===== src/rtl/mdsub_pkg.sv =====
package mdsub_pkg;

    localparam int XLEN = 64;
    localparam int WLEN = 32;
    localparam int IMMW = 16;
    localparam int RIDX = 5;
    localparam int CRW  = 4;

    localparam logic [5:0] PO_MUL_IMM = 6'd7;
    localparam logic [5:0] PO_EXT     = 6'd31;

    localparam logic [8:0] XO_MUL_LO   = 9'd235;
    localparam logic [8:0] XO_MUL_HI_S = 9'd75;
    localparam logic [8:0] XO_MUL_HI_U = 9'd11;
    localparam logic [8:0] XO_DIV_S    = 9'd491;
    localparam logic [8:0] XO_DIV_U    = 9'd459;
    localparam logic [8:0] XO_DIVX_S   = 9'd427;
    localparam logic [8:0] XO_DIVX_U   = 9'd395;
    localparam logic [9:0] XO10_MOD_S  = 10'd779;
    localparam logic [9:0] XO10_MOD_U  = 10'd267;

    typedef enum logic [3:0] {
        K_NONE, K_MUL_IMM, K_MUL_LO, K_MUL_HI_S, K_MUL_HI_U,
        K_DIV_S, K_DIV_U, K_DIVX_S, K_DIVX_U, K_MOD_S, K_MOD_U
    } kind_e;

    typedef enum logic [1:0] { A_FULL, A_SEXT, A_ZEXT, A_HIGH } asel_e;
    typedef enum logic [1:0] { B_IMM, B_SEXT, B_ZEXT } bsel_e;

    typedef struct packed {
        logic             legal;
        kind_e            kind;
        asel_e            a_sel;
        bsel_e            b_sel;
        logic             sub;
        logic             oe;
        logic             rc;
        logic [RIDX-1:0]  rt;
        logic [IMMW-1:0]  imm;
    } dec_t;

    typedef struct packed {
        logic [XLEN-1:0] data;
        logic            ov;
        logic            so_set;
        logic [CRW-1:0]  cr0;
    } alu_t;

    typedef struct packed {
        logic            valid;
        logic            illegal;
        logic            rt_we;
        logic [RIDX-1:0] rt_idx;
        logic [XLEN-1:0] data;
        logic            ov_we;
        logic            ov;
        logic            so_we;
        logic            cr0_we;
        logic [CRW-1:0]  cr0;
        logic [XLEN-1:0] nia;
    } out_t;

    function automatic logic [XLEN-1:0] mask_for(kind_e k, logic oe);
        case (k)
            K_MUL_IMM:  return 64'hef31a883837039a0;
            K_MUL_LO:   return oe ? 64'h37291ea821fbaf9d : 64'h4931591f31f56de1;
            K_MUL_HI_S: return 64'h3426dcf55920989c;
            K_MUL_HI_U: return 64'h491edb8a5f695d49;
            K_DIV_S:    return oe ? 64'h7098f59fd4822d48 : 64'h75a5d4895a3e15ba;
            K_DIV_U:    return oe ? 64'h6ec48c33b1fe6a8f : 64'h769c76af68d11402;
            K_DIVX_S:   return oe ? 64'h88ec39a41f3b07fd : 64'hdfd9d577965d84d2;
            K_DIVX_U:   return oe ? 64'h893cca367133b0d3 : 64'h8fc71f88b966fcf0;
            K_MOD_S:    return 64'h5ba1758b11ae4e43;
            K_MOD_U:    return 64'h1feb9d95f9f0cea5;
            default:    return '0;
        endcase
    endfunction

endpackage


===== src/rtl/mdsub_decode.sv =====
module mdsub_decode
    import mdsub_pkg::*;
(
    input  logic [WLEN-1:0] insn,
    output dec_t            dec
);
    logic [5:0] po;
    logic [8:0] xo9;
    logic [9:0] xo10;
    logic       oe_bit;
    logic       rc_bit;
    logic       unused_src_field;

    assign po     = insn[31:26];
    assign xo9    = insn[9:1];
    assign xo10   = insn[10:1];
    assign oe_bit = insn[10];
    assign rc_bit = insn[0];
    assign unused_src_field = ^insn[20:16];

    always_comb begin
        dec     = '0;
        dec.rt  = insn[25:21];
        dec.imm = insn[15:0];
        if (po == PO_MUL_IMM) begin
            dec.legal = 1'b1;
            dec.kind  = K_MUL_IMM;
            dec.a_sel = A_FULL;
            dec.b_sel = B_IMM;
        end else if (po == PO_EXT) begin
            if (!rc_bit && xo10 == XO10_MOD_S) begin
                dec.legal = 1'b1;
                dec.kind  = K_MOD_S;
                dec.a_sel = A_SEXT;
                dec.b_sel = B_SEXT;
                dec.sub   = 1'b1;
            end else if (!rc_bit && xo10 == XO10_MOD_U) begin
                dec.legal = 1'b1;
                dec.kind  = K_MOD_U;
                dec.a_sel = A_ZEXT;
                dec.b_sel = B_ZEXT;
                dec.sub   = 1'b1;
            end else begin
                dec.oe = oe_bit;
                dec.rc = rc_bit;
                case (xo9)
                    XO_MUL_LO: begin
                        dec.legal = 1'b1; dec.kind = K_MUL_LO;
                        dec.a_sel = A_SEXT; dec.b_sel = B_SEXT;
                    end
                    XO_MUL_HI_S: begin
                        dec.legal = !oe_bit; dec.kind = K_MUL_HI_S;
                        dec.a_sel = A_SEXT; dec.b_sel = B_SEXT;
                    end
                    XO_MUL_HI_U: begin
                        dec.legal = !oe_bit; dec.kind = K_MUL_HI_U;
                        dec.a_sel = A_ZEXT; dec.b_sel = B_ZEXT;
                    end
                    XO_DIV_S: begin
                        dec.legal = 1'b1; dec.kind = K_DIV_S; dec.sub = 1'b1;
                        dec.a_sel = A_SEXT; dec.b_sel = B_SEXT;
                    end
                    XO_DIV_U: begin
                        dec.legal = 1'b1; dec.kind = K_DIV_U; dec.sub = 1'b1;
                        dec.a_sel = A_ZEXT; dec.b_sel = B_ZEXT;
                    end
                    XO_DIVX_S: begin
                        dec.legal = 1'b1; dec.kind = K_DIVX_S; dec.sub = 1'b1;
                        dec.a_sel = A_HIGH; dec.b_sel = B_SEXT;
                    end
                    XO_DIVX_U: begin
                        dec.legal = 1'b1; dec.kind = K_DIVX_U; dec.sub = 1'b1;
                        dec.a_sel = A_HIGH; dec.b_sel = B_ZEXT;
                    end
                    default: dec.legal = 1'b0;
                endcase
                if (!dec.legal) begin
                    dec.oe   = 1'b0;
                    dec.rc   = 1'b0;
                    dec.kind = K_NONE;
                end
            end
        end
    end
endmodule


===== src/rtl/mdsub_operands.sv =====
module mdsub_operands
    import mdsub_pkg::*;
(
    input  asel_e           a_sel,
    input  bsel_e           b_sel,
    input  logic [IMMW-1:0] imm,
    input  logic [XLEN-1:0] ra,
    input  logic [XLEN-1:0] rb,
    output logic [XLEN-1:0] opa,
    output logic [XLEN-1:0] opb
);
    localparam int HI = XLEN - WLEN;

    logic [WLEN-1:0] ra_lo;
    logic [WLEN-1:0] rb_lo;
    logic            unused_rb_high;

    assign ra_lo = ra[WLEN-1:0];
    assign rb_lo = rb[WLEN-1:0];
    assign unused_rb_high = ^rb[XLEN-1:WLEN];

    always_comb begin
        case (a_sel)
            A_FULL:  opa = ra;
            A_SEXT:  opa = {{HI{ra_lo[WLEN-1]}}, ra_lo};
            A_ZEXT:  opa = {{HI{1'b0}}, ra_lo};
            default: opa = {ra_lo, {HI{1'b0}}};
        endcase
        case (b_sel)
            B_IMM:   opb = {{(XLEN-IMMW){imm[IMMW-1]}}, imm};
            B_SEXT:  opb = {{HI{rb_lo[WLEN-1]}}, rb_lo};
            default: opb = {{HI{1'b0}}, rb_lo};
        endcase
    end
endmodule


===== src/rtl/mdsub_alu.sv =====
module mdsub_alu
    import mdsub_pkg::*;
(
    input  kind_e           kind,
    input  logic            oe,
    input  logic            sub,
    input  logic [XLEN-1:0] opa,
    input  logic [XLEN-1:0] opb,
    input  logic            mode64,
    input  logic            so_in,
    output alu_t            res
);
    logic [XLEN-1:0] raw;
    logic [XLEN-1:0] scr;
    logic            c32;
    logic            ovf;
    logic            lt;
    logic            eq;

    always_comb begin
        raw = sub ? (opa - opb) : (opa + opb);
        scr = raw ^ mask_for(kind, oe);
        c32 = raw[WLEN] ^ opa[WLEN] ^ opb[WLEN];
        ovf = (c32 ^ raw[WLEN-1]) & ~(opa[WLEN-1] ^ opb[WLEN-1]);
        lt  = mode64 ? scr[XLEN-1] : scr[WLEN-1];
        eq  = mode64 ? (scr == '0) : (scr[WLEN-1:0] == '0);

        res.data   = scr;
        res.ov     = ovf;
        res.so_set = oe & ovf;
        res.cr0    = {lt, ~(lt | eq), eq, (oe & ovf) | so_in};
    end
endmodule


===== src/rtl/mdsub_unit.sv =====
module mdsub_unit
    import mdsub_pkg::*;
(
    input  logic            clk,
    input  logic            rst,
    input  logic            in_valid,
    input  logic [31:0]     insn,
    input  logic [63:0]     ra_val,
    input  logic [63:0]     rb_val,
    input  logic [63:0]     cia,
    input  logic            mode64,
    input  logic            so_in,
    output logic            out_valid,
    output logic            illegal,
    output logic            rt_we,
    output logic [4:0]      rt_idx,
    output logic [63:0]     rt_data,
    output logic            ov_we,
    output logic            ov_val,
    output logic            ov32_val,
    output logic            so_we,
    output logic            cr0_we,
    output logic [3:0]      cr0_val,
    output logic [63:0]     nia
);
    localparam logic [XLEN-1:0] STEP = XLEN'(4);

    dec_t            dec;
    alu_t            alu;
    logic [XLEN-1:0] opa;
    logic [XLEN-1:0] opb;
    logic [XLEN-1:0] nia_full;
    logic [XLEN-1:0] nia_d;
    logic            go;
    out_t            q;

    mdsub_decode u_dec (
        .insn (insn),
        .dec  (dec)
    );

    mdsub_operands u_ops (
        .a_sel (dec.a_sel),
        .b_sel (dec.b_sel),
        .imm   (dec.imm),
        .ra    (ra_val),
        .rb    (rb_val),
        .opa   (opa),
        .opb   (opb)
    );

    mdsub_alu u_alu (
        .kind   (dec.kind),
        .oe     (dec.oe),
        .sub    (dec.sub),
        .opa    (opa),
        .opb    (opb),
        .mode64 (mode64),
        .so_in  (so_in),
        .res    (alu)
    );

    assign nia_full = cia + STEP;
    assign nia_d    = mode64 ? nia_full : {{(XLEN-WLEN){1'b0}}, nia_full[WLEN-1:0]};
    assign go       = in_valid & dec.legal;

    always_ff @(posedge clk) begin
        if (rst) begin
            q <= '0;
        end else begin
            q.valid   <= in_valid;
            q.illegal <= in_valid & ~dec.legal;
            q.rt_we   <= go;
            q.rt_idx  <= dec.rt;
            q.data    <= alu.data;
            q.ov_we   <= go & dec.oe;
            q.ov      <= alu.ov;
            q.so_we   <= go & alu.so_set;
            q.cr0_we  <= go & dec.rc;
            q.cr0     <= alu.cr0;
            q.nia     <= nia_d;
        end
    end

    assign out_valid = q.valid;
    assign illegal   = q.illegal;
    assign rt_we     = q.rt_we;
    assign rt_idx    = q.rt_idx;
    assign rt_data   = q.data;
    assign ov_we     = q.ov_we;
    assign ov_val    = q.ov;
    assign ov32_val  = q.ov;
    assign so_we     = q.so_we;
    assign cr0_we    = q.cr0_we;
    assign cr0_val   = q.cr0;
    assign nia       = q.nia;
endmodule


===== config.mk =====
export PLATFORM = sky130hd
export DESIGN_NAME = mdsub_unit
export DESIGN_NICKNAME = d
export VERILOG_FILES = /design/src/rtl/mdsub_pkg.sv /design/src/rtl/mdsub_decode.sv /design/src/rtl/mdsub_operands.sv /design/src/rtl/mdsub_alu.sv /design/src/rtl/mdsub_unit.sv
export SDC_FILE = /design/constraint.sdc
export NUM_CORES = 1
export LEC_CHECK = 0
export BUFFER_PORTS_ARGS = -buffer_cell sky130_fd_sc_hd__buf_4
export CORE_MARGIN = 5
export CORE_UTILIZATION = 28
export CTS_BUF_LIST = sky130_fd_sc_hd__clkbuf_16
export CTS_CLUSTER_SIZE = 24
export DETAILED_ROUTE_END_ITERATION = 6
export PLACE_DENSITY_LB_ADDON = 0.12
export SLEW_MARGIN = 30
export SYNTH_ARGS = -nofsm -noshare
export SYNTH_HDL_FRONTEND = slang
export SYNTH_SLANG_ARGS = --single-unit

===== constraint.sdc =====
create_clock -name clk -period 11.8 [get_ports clk]
set_input_delay 0.59 -clock clk [delete_from_list [all_inputs] [get_ports clk]]
set_output_delay 0.59 -clock clk [all_outputs]
set_load 0.005 [all_outputs]

==> Word level (Yosys, flattened, before mapping) <==
Index checks and enable logic that the tools add are counted.
{ "classes": {"addsub": 3, "n_eq_ne": 24, "mux": 27, "bitwise_logic": 18, "n_reduce_logical": 12} }
{ "op_table": {"columns": ["operator", "n"], "rows": [
  ["case mux 64 bit (10 select lines)", 1],
  ["case mux 64 bit (3 select lines)", 1],
  ["case mux 64 bit (2 select lines)", 1],
  ["two-way mux 63 bit", 2],
  ["two-way mux 59 bit", 2],
  ["adder 64 x 3 -> 64 bit (second input constant)", 1],
  ["adder 64 bit", 1],
  ["zero test 64 bit", 1],
  ["two-way mux 64 bit", 1],
  ["subtractor 64 bit", 1],
  ["XOR 64 bit", 1],
  ["two-way mux 61 bit", 1],
  ["case mux 8 bit (7 select lines)", 1],
  ["== test 9 bit (second input constant)", 4],
  ["zero test 32 bit", 1],
  ["two-way mux 10 bit", 2],
  ["== test 4 x 3 -> 1 bit (second input constant)", 4],
  ["== test 4 bit (second input constant)", 3],
  ["two-way mux 12 bit", 1],
  ["== test 10 bit (second input constant)", 1],
  ["== test 10 x 9 -> 1 bit (second input constant)", 1],
  ["== test 9 x 4 -> 1 bit (second input constant)", 1],
  ["== test 9 x 7 -> 1 bit (second input constant)", 1],
  ["== test 9 x 8 -> 1 bit (second input constant)", 1],
  ["22 further kinds", 49]
]} }
{ "word_totals": {"regBits": 144, "in_bits": 229, "output_inout_bits": 145, "wordCells": 96} }

==> Logic depth before layout (Yosys ltp) <==
Gate-level depths: netlist (run 1).
{ "logic_depth": {"word_depth": 22, "ltp_mapped": 32, "ltp_nobuf": 27} }

==> Cells and area by module <==
A second synthesis (run 1) with hierarchy kept.
{ "unflattened": {"cells_unflattened": 2105, "area_unflattened_um2": 15655.0} }
{ "modules_own_cells": {"columns": ["module", "instances", "cells_each", "area_each_um2"], "rows": [
  ["mdsub_alu", 1, 1327, 8391.8],
  ["mdsub_unit", 1, 514, 5063.6],
  ["mdsub_operands", 1, 186, 1684.1],
  ["mdsub_decode", 1, 78, 515.5]
]} }

==> Worst setup path after synthesis (run 1) <==
Ideal clock, no wire load.
{ "synth_path": {"kind": "input to register", "startpoint": "in insn[9]", "endpoint": "reg q, in the netlist cr0_val[1]", "setup_time_ns": 0.060, "arrival_time_ns": 7.085, "t_required_ns": 11.740, "path_slack_ns": 4.655, "path_stages": 30, "path_cell_list": "buf_2 -> o21a_1 -> o32ai_1 -> o31ai_4 -> clkbuf_1 -> clkbuf_1 -> clkbuf_1 -> mux2i_1 -> ha_1 -> nor2b_1 -> nand4b_1 -> nor2_1 -> o2111ai_1 -> nor2_1 -> a31oi_1 -> xor2_1 -> a21oi_1 -> ha_1 -> a21oi_1 -> o21ai_0 -> a21o_1 -> a21o_1 -> o41a_1 -> o31ai_1 -> o31ai_1 -> o221ai_1 -> xnor2_1 -> or4b_1 -> o21ai_1 -> and3b_1"} }
{ "synth_via": {"elab_chain_len": 17, "word_cells_on_any_way": 60, "cone_classes": "add/sub: 2; eq/ne: 22; mux: 26; bitwise: 1; reduce/logical: 9"} }
{ "synth_rtl": {"columns": ["element", "line", "source"], "rows": [
  ["start, declared", "mdsub_unit.sv:7", "input logic [31:0] insn,"],
  ["parallel branches: the longest is 14 deep, another holds adder 64 bit", null, null],
  ["XOR 64 bit *", "mdsub_alu.sv:22", "scr = raw ^ mask_for(kind, oe);"],
  ["zero test 64 bit / zero test 32 bit (equally long branches)", "mdsub_alu.sv:26", "eq = mode64 ? (scr == '0) : (scr[WLEN-1:0] == '0);"],
  ["two-way mux 1 bit *", "mdsub_alu.sv:26", null],
  ["end, declared", "mdsub_unit.sv:35", "out_t q;"]
]} }
Mark *: on every way between the ends. The select of a mux whose other input is x is not followed.
A chain may end at the register's enable or synchronous reset.

==> Final worst setup path (run 1) <==
{ "layout_path": {"startpoint": "in insn[6]", "endpoint": "reg q, in the netlist cr0_val[1]"} }
Same word-level chain as after synthesis.

==> key figures, run 1 <==
Synth
  – Syn avg cell area: 7.24 µm²
  – #FFs+latches synth: 144
  – YS warnings: 0
  – Share of flip-flops with an asynchronous set or reset: 0
  – Sequential area share after synthesis: 0.211
  – Top_reg_cell synth: dfxtp_1
  – Syn_nets: 2187
  – Number of enable flip-flop cells after synthesis: 0
  – Synth Cell Area: 13700 µm²
  – Synth Instances: 1889
  – Netlist cell types: 103

Global route
  – Grt ovf: 0
  – Largest net degree at the start of global routing: 66
  – Vias in the first global route: 14900
  – GR Util All Layers: 0.237
  – Initial antenna violation count: 0
  – First-pass GRT wire length: 96.7 mm

Timing
  – Fin crit period: 8490 ps
  – Slew @ Worst Pin: 945 ps
  – Slew Limit Headroom: 0.366
  – F_max: 0.118 GHz
  – Final-report hold violation count: 0
  – Final setup fails: 0
  – Part of the cycle the worst path needs: 0.719
  – Unrepaired setup endpoints after global routing: no
  – Hold slack: 337 ps
  – Slew Viols, Final: 0
  – Setup TNS: 0 ps

Place
  – Buffers on Ports: 336
  – HPWL after DPL: 55.7 mm
  – Dpl cells: 2765
  – Final GP Congestion: 0.990

Cells and area
  – Layout cells sized above 1: 0.205
  – Area of the multi-input gates: 10200 µm²
  – Fillers: 5289
  – Area delta synth->final: 25.9%
  – Core Util, Final: 0.354
  – Commonest non-fill, non-tap cell in the layout: buf_4
  – Diodes inserted: 0
  – Most frequent cells in the layout: 352 x buf_4, 241 x a21oi_1, 217 x nor2_1, 168 x nand2_1, 144 x dfxtp_1
  – Seq. cell area: 2880 µm²
  – Nets@finish: 2460
  – Fin cells: 2797

Route
  – Via/cell ratio: 5.49
  – Vias: 15300
  – Drt first pass iters: 5
  – Initial DRC count: 1124
  – ANT nets after route: 0
  – Routed WL: 66.3 mm
  – Wire length per cell: 23.7 µm
  – Detailed-route DRC error count: 0

Floorplan
  – Initial Util: 0.281
  – Die Footprint: 53300 µm²
  – Placeable core area: 48600 µm²
  – Row Count: 81
  – Die H: 231 µm
  – I/O pin cnt: 374
  – Die width: 231 µm

Clock network
  – Clk root buf: clkbuf_16
  – TritonCTS clock tree: built
  – Clock Path Buffers: 2
  – Hold-fix buffers at CTS: 0
  – Setup Buffers After CTS: 0
  – Post-CTS sizing: 0
  – Clk pin slew, worst setup/hold paths: 60 ps
  – # clock sinks: 144
  – Htree depth: 4
  – Inserted Clock Buffers: 17

Power
  – Pwr Density: 99.0 nW/µm²
  – Pwr Total: 1.70 mW
  – Peak VDD IR: 0.0000834 V
  – Leakage: 7.08 nW

Run
  – Max-cap violations: 0

Worst setup path
  – Critical Path Start: insn[6]
  – Slowest-stage cell, CP: buf_4
  – Peak per-stage delay on the critical path: 570 ps
  – Crit Path Max Fanout: 53
  – Setup crit start kind: input pin
  – Arr. time, crit path: 8860 ps
  – Critical path type: input pin to flop
  – Worst setup endpoint: cr0_val[1]
  – CP Capture Type: flop
  – Worst EP required: 12170 ps

Worst hold path
  – Hold Crit Class: input pin to flop

Run status
  – Status: completed
cell type report:
| cell class | count | area share |
|---|---|---|
| inverter | 37 | 0.00807 |
| clock inverter | 15 | 0.00698 |
| timing repair buffer | 352 | 0.154 |
| clock buffer | 17 | 0.0247 |
| tap | 622 | 0.0452 |
| sequential | 144 | 0.168 |
| multi-input combinational | 1610 | 0.594 |
stage by stage:
| stage | worst slack (ps) | cell area, µm² |
|---|---|---|
| 2_1_floorplan | 4650 | 13700 |
| 3_3_place_gp | 3100 | 16700 |
| 3_5_place_dp | 3030 | 16700 |
| 4_1_cts | 3460 | 17200 |
| 5_1_grt | 2820 | 17200 |
| 6_report | 3310 | 17200 |
worst min path at each step:
stage | start | end | slack (ps) | cells after the start
2_1_floorplan | cia[2] | nia[2] | 660 | 1
3_3_place_gp | cia[2] | nia[2] | 770 | 2
3_5_place_dp | cia[2] | nia[2] | 770 | 2
4_1_cts | cia[2] | nia[2] | 310 | 2
5_1_grt | cia[2] | nia[2] | 330 | 2
6_report | cia[2] | nia[2] | 340 | 2
power by group:
group	internal, mW	switching (mW)	total [mW]
clock	0.287	0.208	0.495
sequential	0.533	0.0137	0.547
combinational	0.268	0.394	0.662
total	1.09	0.616	1.70
kinds of logic after synthesis:
| family | after synthesis | synth area share |
|---|---|---|
| XOR/XNOR | 203 | 0.134 |
| multiplexers | 14 | 0.0105 |
| AND/OR/NAND/NOR | 747 | 0.279 |
| adder cells (fa/ha/maj) | 69 | 0.0637 |
| buffers and inverters | 135 | 0.0433 |
| AO/OA/AOI/OAI | 577 | 0.258 |
| flip-flops | 144 | 0.211 |
state kept, by name, indices dropped and copies added (netlist names):
name / flops
rt_idx: 5
ov32_val: 1
cr0_val: 4
out_valid: 1
nia: 64
ov_we: 1
cr0_we: 1
so_we: 1
rt_we: 1
illegal: 1
rt_data: 64
per-layer routing:
metal,up-vias,global-route usage,wire length [µm]
met4,0,0.0804,2210
met5,-,0,0
met3,80,0.0467,4890
met1,7283,0.320,29800
met2,665,0.378,29400
li1,7317,-,-
critical path, delay by kind of cell:
| kind | cells | cell delay [ps] |
|---|---|---|
| AO/OA/AOI/OAI | 14 | 3890 |
| XOR/XNOR | 1 | 280 |
| adder cells (fa/ha/maj) | 2 | 580 |
| buffers and inverters | 2 | 830 |
| multiplexers | 1 | 310 |
| AND/OR/NAND/NOR | 9 | 2360 |
Yosys cell counts (8+ instances only):
cell type    n  area share
a21oi_1    242       0.089
nor2_1     218       0.060
nand2_1    168       0.046
dfxtp_1    144        0.21
o21ai_0    136       0.050
xnor2_1    112       0.072
xor2_1      87       0.056
clkbuf_1    69       0.019
ha_1        68       0.062
nand3_1     68       0.025
nor3_1      42       0.015
and2_1      41       0.019
nand4_1     40       0.018
inv_1       36      0.0099
nor2b_1     32       0.015
o211ai_1    22       0.012
nand2b_1    20      0.0092
o21a_1      20       0.011
a21o_1      17      0.0093
buf_2       17      0.0062
a31oi_1     16      0.0073
and3_1      16      0.0073
or3_1       16      0.0073
o31ai_1     13      0.0071
nor4_1      12      0.0055
o21ai_1     12      0.0044
mux2i_1     11      0.0081
or4_1       10      0.0055
a211oi_1     9      0.0049
o22ai_1      9      0.0041
or2_2        8      0.0037
(Power assumes the default switching activity.)
==> inputs of run 2 (changes only) <==
Settings changed: ABC_AREA set to 1.
Clock period 11.8 ns to 7.85 ns, I/O delays scaled along.
==> run 2 against run 1 <==
Sequential share of layout area shrank 0.96 points. First-iteration DRC count is 6.3% higher. Routed wire length increased by 2.3%. Critical endpoint unchanged. Clock power rose by 61%. Largest power group unchanged.
==> key figures, run 2 <==
Worst setup path
  – Critical path type: input pin to flop (unchanged)
  – CP most frequent cell: nand2_1
  – Crit Path Max Fanout: 29 (was 53)
  – Critical Path Start: insn[31] (was insn[6])
  – Worst EP required: 8220 ps (was 12170 ps)
  – Setup crit start kind: input pin (unchanged)
  – Peak per-stage delay on the critical path: 410 ps (was 570 ps)
  – Slowest-stage cell, CP: o21ai_0 (was buf_4)
  – CP Capture Type: flop (unchanged)
  – Worst setup endpoint: cr0_val[1] (unchanged)
  – Arr. time, crit path: 6790 ps (was 8860 ps)

Synth
  – Ranking of synthesized cells by area: dfxtp_1 20%, nand2_1 15%, nor2_1 11% (was dfxtp_1 21%, a21oi_1 8.9%, xnor2_1 7.2%)
  – Sequential area share after synthesis: 0.199 (was 0.211)
  – YS warnings: 0 (unchanged)
  – Commonest cells in the synthesized netlist: 582 x nand2_1, 438 x nor2_1, 326 x inv_1 (was 242 x a21oi_1, 218 x nor2_1, 168 x nand2_1)
  – Yosys top cell by area: dfxtp_1 (unchanged)
  – Top_reg_cell synth: dfxtp_1 (unchanged)
  – Number of enable flip-flop cells after synthesis: 0 (unchanged)
  – Syn_nets: 2773 (was 2187)
  – Share of flip-flops with an asynchronous set or reset: 0 (unchanged)
  – Most common cell in the netlist: nand2_1 (was a21oi_1)
  – Netlist cell types: 53 (was 103)
  – #FFs+latches synth: 144 (unchanged)
  – Top cell type's share of synthesized area: 0.199 (was 0.211)
  – Syn avg cell area: 5.84 µm² (was 7.24 µm²)
  – Synth Cell Area: 14500 µm² (was 13700 µm²)
  – Synth Instances: 2475 (was 1889)

Clock network
  – Clk root buf: clkbuf_16 (unchanged)
  – Clock Path Buffers: 2 (unchanged)
  – Htree depth: 4 (unchanged)
  – TritonCTS clock tree: built (unchanged)
  – # clock sinks: 144 (unchanged)
  – Hold-fix buffers at CTS: 0 (unchanged)
  – Inserted Clock Buffers: 17 (unchanged)
  – Clk pin slew, worst setup/hold paths: 60 ps (about the same)
  – Setup Buffers After CTS: 0 (unchanged)
  – Post-CTS sizing: 0 (unchanged)

Route
  – Detailed-route DRC error count: 0 (unchanged)
  – Via/cell ratio: 4.90 (was 5.49)
  – Wire length per cell: 19.4 µm (was 23.7 µm)
  – Vias: 17100 (was 15300)
  – Routed WL: 67.8 mm (was 66.3 mm)
  – Drt first pass iters: 6 (was 5)
  – ANT nets after route: 0 (unchanged)
  – Initial DRC count: 1195 (was 1124)

Place
  – HPWL after DPL: 59.4 mm (was 55.7 mm)
  – Dpl cells: 3455 (was 2765)
  – Pre-CTS worst setup slack: 1020 ps (was 3030 ps)
  – Buffers on Ports: 336 (unchanged)
  – Final GP Congestion: 0.999 (was 0.990)

Timing
  – Part of the cycle the worst path needs: 0.818
  – Fin crit period: 6420 ps
  – Slew Limit Headroom: 0.570 (was 0.366)
  – Setup TNS: 0 ps (unchanged)
  – Final-report hold violation count: 0 (unchanged)
  – Slew @ Worst Pin: 643 ps (was 945 ps)
  – Setup WS post-layout: 1430 ps (was 3310 ps)
  – F_max: 0.156 GHz
  – Final setup fails: 0 (unchanged)
  – Slew Viols, Final: 0 (unchanged)
  – Unrepaired setup endpoints after global routing: no (unchanged)

Power
  – Peak VDD IR: 0.000137 V (was 0.0000834 V)
  – Pwr Density: 144 nW/µm² (was 99.0 nW/µm²)
  – Leakage: 9.49 nW (was 7.08 nW)

Floorplan
  – Initial Util: 0.282 (was 0.281)
  – Placeable core area: 51200 µm² (was 48600 µm²)
  – Die width: 237 µm (was 231 µm)
  – Row Count: 83 (was 81)
  – I/O pin cnt: 374 (unchanged)
  – Die Footprint: 56300 µm² (was 53300 µm²)
  – Die H: 237 µm (was 231 µm)

Run
  – Max-cap violations: 0 (unchanged)

Run status
  – Status: completed (unchanged)

Cells and area
  – Fillers: 5829 (was 5289)
  – Most frequent cells in the layout: 582 x nand2_1, 438 x nor2_1, 349 x buf_4, 326 x inv_1, 167 x a21oi_1 (was 352 x buf_4, 241 x a21oi_1, 217 x nor2_1, 168 x nand2_1, 144 x dfxtp_1)
  – Layout cells sized above 1: 0.166 (was 0.205)
  – Nets@finish: 3092 (was 2460)
  – Commonest non-fill, non-tap cell in the layout: nand2_1 (was buf_4)
  – Area delta synth->final: 26.3% (was 25.9%)
  – Fin cells: 3486 (was 2797)
  – Core Util, Final: 0.357 (was 0.354)
  – Diodes inserted: 0 (unchanged)

Global route
  – GR Util All Layers: 0.231 (was 0.237)
  – Largest net degree at the start of global routing: 52 (was 66)
  – Initial antenna violation count: 0 (unchanged)
  – First-pass GRT wire length: 101 mm (was 96.7 mm)
  – Vias in the first global route: 16700 (was 14900)
  – Grt ovf: 0 (unchanged)

Worst hold path
  – Hold Crit Class: input pin to flop (unchanged)
  – Hold Crit Depth: 2 (unchanged)
==> run 2: changes by cell type after synthesis, moves of 32 or more <==
cell      previous run  this run
a21oi_1            242       168
and2_1              41         0
clkbuf_1            69        31
inv_1               36       326
nand2_1            168       582
nand3_1             68       151
nor2_1             218       438
nor2b_1             32         0
xnor2_1            112        43
==> run 2: through the flow <==
step | total power, mW | area, µm² | hold slack (ps)
after floorplan | 1.38 | 14500 | 465
after global placement | 1.84 | 17700 | 584
after detailed placement | 1.84 | 17700 | 588
after CTS | 2.65 | 18300 | 127
after global routing | 2.79 | 18300 | 130
final | 2.63 | 18300 | 153
==> run 2: cell families after synthesis <==
logic type,share of synthesized area
buffers and inverters,0.106
flip-flops,0.199
adder cells (fa/ha/maj),0.0602
XOR/XNOR,0.0691
AND/OR/NAND/NOR,0.414
AO/OA/AOI/OAI,0.152
==> run 2: layer usage <==
layer / share of wire / vias up / track usage
met5: 0 / - / 0
met2: 0.47 / 546 / 0.400
met4: 0.026 / 0 / 0.0626
li1: - / 8622 / -
met3: 0.049 / 63 / 0.0287
met1: 0.45 / 7859 / 0.305
==> run 2: worst max-delay path: cells and delay by family <==
kind	cells	cell delay, ps
AO/OA/AOI/OAI	6	1480
adder cells (fa/ha/maj)	2	630
XOR/XNOR	1	390
buffers and inverters	5	700
AND/OR/NAND/NOR	26	3170
==> run 2: area by class of cell <==
class,count,area [µm²],area share
clock buffer,17,425,0.0233
clock inverter,14,156,0.00857
inverter,338,1270,0.0695
multi-input combinational,1944,10100,0.551
sequential,144,2880,0.158
tap,680,851,0.0466
timing repair buffer,349,2620,0.144
==> run 2: report_power, final <==
group / switching (mW) / leakage [nW] / internal [mW]
registers: 0.0213 / 1.19 / 0.799
logic: 0.630 / 8.02 / 0.384
clock network: 0.324 / 0.274 / 0.471
total: 0.975 / 9.49 / 1.65
==> run 2: worst min-delay path by stage <==
stage	slack, ps	to	startpoint
floorplan	460	nia[2]	cia[2]
global placement	580	nia[2]	cia[2]
detailed placement	590	nia[2]	cia[2]
CTS	130	nia[2]	cia[2]
global route	130	nia[2]	cia[2]
finish	150	nia[2]	cia[2]
